### src/rtl/evt_irq_pkg.sv
package evt_irq_pkg;
  // Event slots in the pending vector
  localparam int unsigned N_SRC   = 3;
  localparam int unsigned SRC_VB  = 0;
  localparam int unsigned SRC_CHG = 1;
  localparam int unsigned SRC_DCD = 2;
  localparam int unsigned N_RISE  = 2;  // sources that raise an event on 0->1 only
endpackage

### src/rtl/vbus_debounce.sv
module vbus_debounce #(
  parameter int unsigned DEB_TICKS = 30
) (
  input  logic clk,
  input  logic rst,
  input  logic raw_i,
  input  logic tick_i,
  output logic stat_o,
  output logic flip_o
);
  localparam int unsigned CNT_W = (DEB_TICKS > 1) ? $clog2(DEB_TICKS) : 1;
  localparam logic [CNT_W-1:0] LAST = CNT_W'(DEB_TICKS - 1);

  logic             stat_q;
  logic [CNT_W-1:0] cnt_q;
  logic             differ;

  assign differ = raw_i ^ stat_q;
  assign flip_o = differ && tick_i && (cnt_q == LAST);
  assign stat_o = stat_q;

  always_ff @(posedge clk) begin
    if (rst) begin
      stat_q <= 1'b0;
      cnt_q  <= '0;
    end else if (!differ) begin
      cnt_q <= '0;
    end else if (tick_i) begin
      if (cnt_q == LAST) begin
        stat_q <= raw_i;
        cnt_q  <= '0;
      end else begin
        cnt_q <= cnt_q + 1'b1;
      end
    end
  end

  // the status moves only on a tick
  a_r2_hold_without_tick: assert property (@(posedge clk) disable iff (rst)
    !tick_i |=> $stable(stat_q));
  // the status holds while raw agrees with it
  a_r2_hold_on_match: assert property (@(posedge clk) disable iff (rst)
    (raw_i == stat_q) |=> $stable(stat_q));
endmodule

### src/rtl/evt_rise.sv
module evt_rise #(
  parameter int unsigned W = 2
) (
  input  logic         clk,
  input  logic         rst,
  input  logic [W-1:0] lvl_i,
  output logic [W-1:0] rise_o
);
  logic [W-1:0] prev_q;

  always_ff @(posedge clk) begin
    if (rst) prev_q <= '0;
    else     prev_q <= lvl_i;
  end

  for (genvar i = 0; i < W; i++) begin : g_rise
    assign rise_o[i] = lvl_i[i] & ~prev_q[i];
  end
endmodule

### src/rtl/irq_pending.sv
module irq_pending #(
  parameter int unsigned N = 3
) (
  input  logic         clk,
  input  logic         rst,
  input  logic [N-1:0] evt_i,
  input  logic         rd_i,
  input  logic         en_i,
  input  logic         pol_i,
  output logic         pull_low_o
);
  logic [N-1:0] pend_q, pend_d;
  logic         act_d;
  logic         pull_q;

  always_comb begin
    pend_d = (rd_i ? '0 : pend_q) | evt_i;
    act_d  = en_i && (pend_d != '0);
  end

  always_ff @(posedge clk) begin
    if (rst) begin
      pend_q <= '0;
      pull_q <= 1'b0;
    end else begin
      pend_q <= pend_d;
      pull_q <= pol_i ? !act_d : act_d;
    end
  end

  assign pull_low_o = pull_q;

  // a read with no new event leaves nothing pending
  a_r7_read_clears: assert property (@(posedge clk) disable iff (rst)
    (rd_i && (evt_i == '0)) |=> (pend_q == '0));
  // an event colliding with a read survives
  a_r7_collision_kept: assert property (@(posedge clk) disable iff (rst)
    rd_i |=> ((pend_q & $past(evt_i)) == $past(evt_i)));
  // without a read, pending bits are never dropped
  a_r6_pending_sticky: assert property (@(posedge clk) disable iff (rst)
    !rd_i |=> ((pend_q & $past(pend_q)) == $past(pend_q)));
  // masked means the deasserted pin level
  a_r6_masked_idle: assert property (@(posedge clk) disable iff (rst)
    !en_i |=> (pull_low_o == $past(pol_i)));
  // enabled with pending and no read asserts on the next edge
  a_r9_enable_asserts: assert property (@(posedge clk) disable iff (rst)
    (en_i && (pend_q != '0) && !rd_i) |=> (pull_low_o == !$past(pol_i)));
endmodule

### src/rtl/evt_irq_ctrl.sv
module evt_irq_ctrl
  import evt_irq_pkg::*;
#(
  parameter int unsigned DEB_TICKS = 30
) (
  input  logic clk,
  input  logic rst,
  input  logic vbus_cmp_i,
  input  logic chg_evt_i,
  input  logic dcd_tmo_i,
  input  logic ms_tick_i,
  input  logic irq_en_i,
  input  logic irq_pol_i,
  input  logic sts_rd_i,
  output logic vbus_stat_o,
  output logic irq_pull_low_o
);
  logic              vb_flip;
  logic [N_RISE-1:0] rise_lvl, rise_evt;
  logic [N_SRC-1:0]  evt;

  vbus_debounce #(.DEB_TICKS(DEB_TICKS)) u_deb (
    .clk(clk), .rst(rst), .raw_i(vbus_cmp_i), .tick_i(ms_tick_i),
    .stat_o(vbus_stat_o), .flip_o(vb_flip)
  );

  assign rise_lvl = {dcd_tmo_i, chg_evt_i};

  evt_rise #(.W(N_RISE)) u_rise (
    .clk(clk), .rst(rst), .lvl_i(rise_lvl), .rise_o(rise_evt)
  );

  always_comb begin
    evt          = '0;
    evt[SRC_VB]  = vb_flip;
    evt[SRC_CHG] = rise_evt[0];
    evt[SRC_DCD] = rise_evt[1];
  end

  irq_pending #(.N(N_SRC)) u_pend (
    .clk(clk), .rst(rst), .evt_i(evt), .rd_i(sts_rd_i),
    .en_i(irq_en_i), .pol_i(irq_pol_i), .pull_low_o(irq_pull_low_o)
  );
endmodule

### config.mk
export PLATFORM = sky130hd
export DESIGN_NAME = evt_irq_ctrl
export DESIGN_NICKNAME = d
export VERILOG_FILES = /design/src/rtl/evt_irq_pkg.sv /design/src/rtl/vbus_debounce.sv /design/src/rtl/evt_rise.sv /design/src/rtl/irq_pending.sv /design/src/rtl/evt_irq_ctrl.sv
export SDC_FILE = /design/constraint.sdc
export NUM_CORES = 1
export LEC_CHECK = 0
export BUFFER_PORTS_ARGS = -buffer_cell sky130_fd_sc_hd__buf_2
export CORE_AREA = 4 4 41 43
export CTS_CLUSTER_SIZE = 12
export DETAILED_ROUTE_END_ITERATION = 6
export DIE_AREA = 0 0 45 47
export HOLD_SLACK_MARGIN = 0.06
export PLACE_DENSITY = 0.6
export SYNTH_ARGS = -nofsm -noshare
export SYNTH_HDL_FRONTEND = slang
export SYNTH_SLANG_ARGS = --single-unit
### constraint.sdc
create_clock -name clk -period 1.65 [get_ports clk]
set_input_delay 0.4125 -clock clk [delete_from_list [all_inputs] [get_ports clk]]
set_output_delay 0.4125 -clock clk [all_outputs]
set_load 0.02 [all_outputs]
* Word-level counts from Yosys, hierarchy flattened *
Index checks and enable logic that the tools add are counted.

word-level totals
  bits in latches = 0
  memory bits (writable) = 0
  output and inout port bits = 2
  input port bits = 9
  word-level logic and storage cells = 24
  bits in read-only memories = 0
  register bits = 12
  memories kept = 0

operators by class
  shifts and indexed selects = 0
  bitwise logic cells = 7
  reductions and logical operators = 7
  equal/unequal tests = 1
  muxes and demuxes = 3
  $mul = 0
  order comparisons = 0
  div/mod/pow operators = 0
  add/sub/neg operators = 1

operators by type and width
  kind                   count
  $add A5 B1 Y5 const B  1
  $eq A5 B5 Y1 const B   1
  $mux W5                1
  $logic_and A1 B1 Y1    3
  $mux W3                1
  $not A1 Y1             3
  $or A3 B3 Y3           1
  $reduce_and A3 Y1      1
  $reduce_bool A3 Y1     1
  $and A1 B1 Y1          2
  $reduce_or A2 Y1       1
  $logic_not A1 Y1       1
  $mux W1                1
  $xor A1 B1 Y1          1

* Longest topological paths before layout *
  depth after elaboration = 8
  mapped depth = 6
  gate-level depth less buffers = 6

* Modules after synthesis *
A second synthesis with hierarchy kept.

unflattened totals
  cells, all modules = 56
  area total of the unflattened synthesis = 536.8 um2

by module, submodules not included
  module         instances  cells an instance  area each (um2)  seq. area each (um2)
  vbus_debounce  1          32                 297.8            120.1
  irq_pending    1          18                 168.9            80.1
  evt_rise       1          6                  70.1             40.0

* Worst setup path before layout *
OpenSTA, ideal clock, no wires.

  path kind = input to register
  from = input rst
  to = register u_pend.pull_q, in the netlist u_pend.pull_low_o
  stages on the path = 5
  setup time = 0.093 ns
  arrival time = 1.223 ns
  required time = 1.557 ns
  setup slack = 0.334 ns
  path buffers = 1
  path through = clkbuf_1 -> or3b_1 -> o31a_1 -> o31a_1 -> o311ai_2

RTL lines
  item                  RTL line           RTL
  start, declared       evt_irq_ctrl.sv:7  input logic rst,
  end signal, assigned  irq_pending.sv:27  pull_q <= pol_i ? !act_d : act_d;
  end, declared         irq_pending.sv:14  logic pull_q;

* Final worst setup path *
  from = register u_deb.cnt_q[1]
  to = register u_deb.cnt_q[1]

between the ends
  longest elaborated chain between the ends = 2
  elaborated cells on any way between the ends = 3
  those cells by class = 1 x add/sub; 1 x eq/ne; 1 x mux

RTL lines
  item                                                  RTL line                                  RTL
  start, declared                                       vbus_debounce.sv:15                       logic [CNT_W-1:0] cnt_q;
  start signal, assigned                                vbus_debounce.sv:33                       cnt_q <= cnt_q + 1'b1;
  $add A5 B1 Y5 / $eq A5 B5 Y1 (equally long branches)  vbus_debounce.sv:33, vbus_debounce.sv:29
  $mux W5 (*)                                           vbus_debounce.sv:29                       if (cnt_q == LAST) begin

Every way passes the cells marked *; elsewhere a longest branch is shown, timed or not.
A chain may end at the register's enable or synchronous reset.

==> results.tsv <==
metric	value	unit
drt_iter0_markers	3	
crit_path_max_incr_delay	0.38	ns
critical_path_required	1.84	ns
gp_congestion	0.6744	
worstPathArrival	1.61	ns
finalSetupViolations	0	
yosys-top-cells-area	dfxtp_1, nand2b_1, nor2_1	
placedCellCount	81	
worstMarginPinSlew	0.2045	ns
dieArea	2115	um^2
dr.pass1.iters	3	
cp_cell_sequence	inv_1, ha_1, nand2_1, nor2_1, or3_4, a211oi_1	
synth.distinct_cells	21	
fmax	703.9	MHz
synth_area	558.0	um^2
synth_nets	69	
ys_seq_area_share	43.05	%
ys_ff_latch	12	
coreArea	1301	um^2
status	finished clean	
skew	0.001353	ns
grt_max_degree	11	
clockBufferDepth	2	
slowest_stage	dfxtp_1	
tritoncts	built	
synth_top_area_cell	dfxtp_1	
slew_headroom	86.34	%
netlist_instances	58	
drc	0	
grt_use_total	10.94	%
drive_above_1_share	25.71	%
hp-class	in2reg	
finalHoldWorstSlack	0.3693	ns
post-cts-setup-buffers	0	
synth_edf_count	0	
start_util	42.88	%
path_clk_slew	0.07	ns
port_buffers	10	
grt_pass1_vias	387	
ys.flop_type	dfxtp_1	
rows	13	
grt_pass1_wl	1573	um
rsz0062_at_grt	false	
leakagePower	0.2534	nW
clk_latency	0.27	ns
synth_warnings	0	
critPathCaptureType	flop	
io-pin-count	11	
die_x	45	um
finalHoldViolations	0	
drtAntennaViolNets	0	
power	0.5912	mW
vias_per_cell	4.976	
gr-total-overflow	0	
antenna_found_initial	0	
drv_cap	0	
wl	913	um
fill_cells	132	
vias	423	
synth.most_common_cell	dfxtp_1	
num_antenna_cells	0	
wl_per_cell	10.74	um
areaGrowthSynthToFinish	16.14	%
cp_max_fo	5	
hpwl	671.1	um
finish.utilization	49.81	%
period_needed	1.421	ns
nets	82	
path_class	reg2reg	
cts_buffers	3	
finalSetupTns	0	ns
cts_sinks	12	
fp.dieH	47	um
start_kind	flop	
async_reset_ff_share	0	%
cts_resized	0	
cts-hold-fix-buffers	0	
htree_levels	1	
cts_root_buffer	clkbuf_4	
final_cells	85	
postSynthAreaPerCell	9.621	um^2
max-vdd-ir-drop	0.0005137	V
finalCritPeriodShare	86.10	%
netlist.area_leader.share	43.05	%
power-per-cell-area	912.2	nW/um^2
report.final.slew_viol_count	0	
ys_top_cells_by_count	dfxtp_1, nor2_1, nand2b_1, a21oi_1	
## stage by stage
stage | setup slack [ns] | cell area, um^2
after floorplan | 0.3338 | 558.0
after global placement | 0.2238 | 611.8
after detailed placement | 0.2123 | 611.8
after CTS | 0.2268 | 648.1
after global routing | 0.09535 | 648.1
final | 0.2294 | 648.1
## power by group
part	total, mW	switching [mW]	internal [mW]
registers	0.305	0.00518	0.300
logic	0.0567	0.0284	0.0283
clock network	0.229	0.0953	0.134
## critical path, delay by kind of cell (launching register included)
| family | cells | cell delay (ns) |
|---|---|---|
| compound gates | 1 | 0.21 |
| fa+ha+maj | 1 | 0.17 |
| buf+inv | 1 | 0.06 |
| flops | 1 | 0.38 |
| simple gates | 3 | 0.52 |
## cells by family (layout without fill, tap and decap cells)
group	count (synthesis)	after routing	synth area share (%)
adder cells (fa/ha/maj)	2	2	4.484
buffers and inverters	3	15	3.362
XOR/XNOR	5	5	7.849
flip-flops	12	12	43.05
AO/OA/AOI/OAI	10	10	13.68
AND/OR/NAND/NOR	26	26	27.58
## registers in the layout, summed over array words and instances, names as in the netlist
signal             flops
u_deb.stat_o           1
u_rise.prev_q          2
u_pend.pull_low_o      1
u_pend.pend_q          3
u_deb.cnt_q            5
## path summary, 6_finish.rpt
check	start	to	slack, ns	cells after the start
setup / recovery	u_deb.cnt_q[1]	u_deb.cnt_q[1]	0.23	6
hold / removal	chg_evt_i	u_rise.prev_q[0]	0.37	2
setup reg to reg	u_deb.cnt_q[1]	u_deb.cnt_q[1]	0.23	6
hold reg to reg	u_pend.pend_q[1]	u_pend.pend_q[1]	0.48	2
## metal layers
metal / vias up / GRT usage [%] / part of all wire (%)
met2: 11 / 16.38 / 46
met4: 0 / 7.018 / 1.4
met5: - / 0 / 0
met1: 187 / 12.16 / 46
li1: 223 / - / -
met3: 2 / 5.747 / 7.0
## cell type report
class / instances / area (um^2) / area share (%)
multi-input cells: 43 / 299.0 / 46.14
flip-flops and latches: 12 / 240.2 / 37.07
repair buffers: 10 / 50.05 / 7.722
clock buffers: 4 / 36.28 / 5.598
well taps: 15 / 18.77 / 2.896
inverters: 1 / 3.754 / 0.5792
## cells in the final DEF (no fill, tap or decap)
master	synthesis	final
xor2_1	3	3
buf_2	0	10
a21oi_1	4	4
nand3_2	1	1
or3_4	2	2
ha_1	2	2
nand4_1	3	3
nand2_1	3	3
nand2b_1	6	6
a211oi_1	1	1
o311ai_2	1	1
dfxtp_1	12	12
clkbuf_4	0	3
o211a_1	1	1
xnor2_1	2	2
inv_1	1	1
nor2b_1	3	3
o21ai_0	1	1
or3b_1	1	1
o31a_1	2	2
nor2_1	7	7
clkbuf_8	0	1
Note: power is estimated with default switching activity, not from simulation.
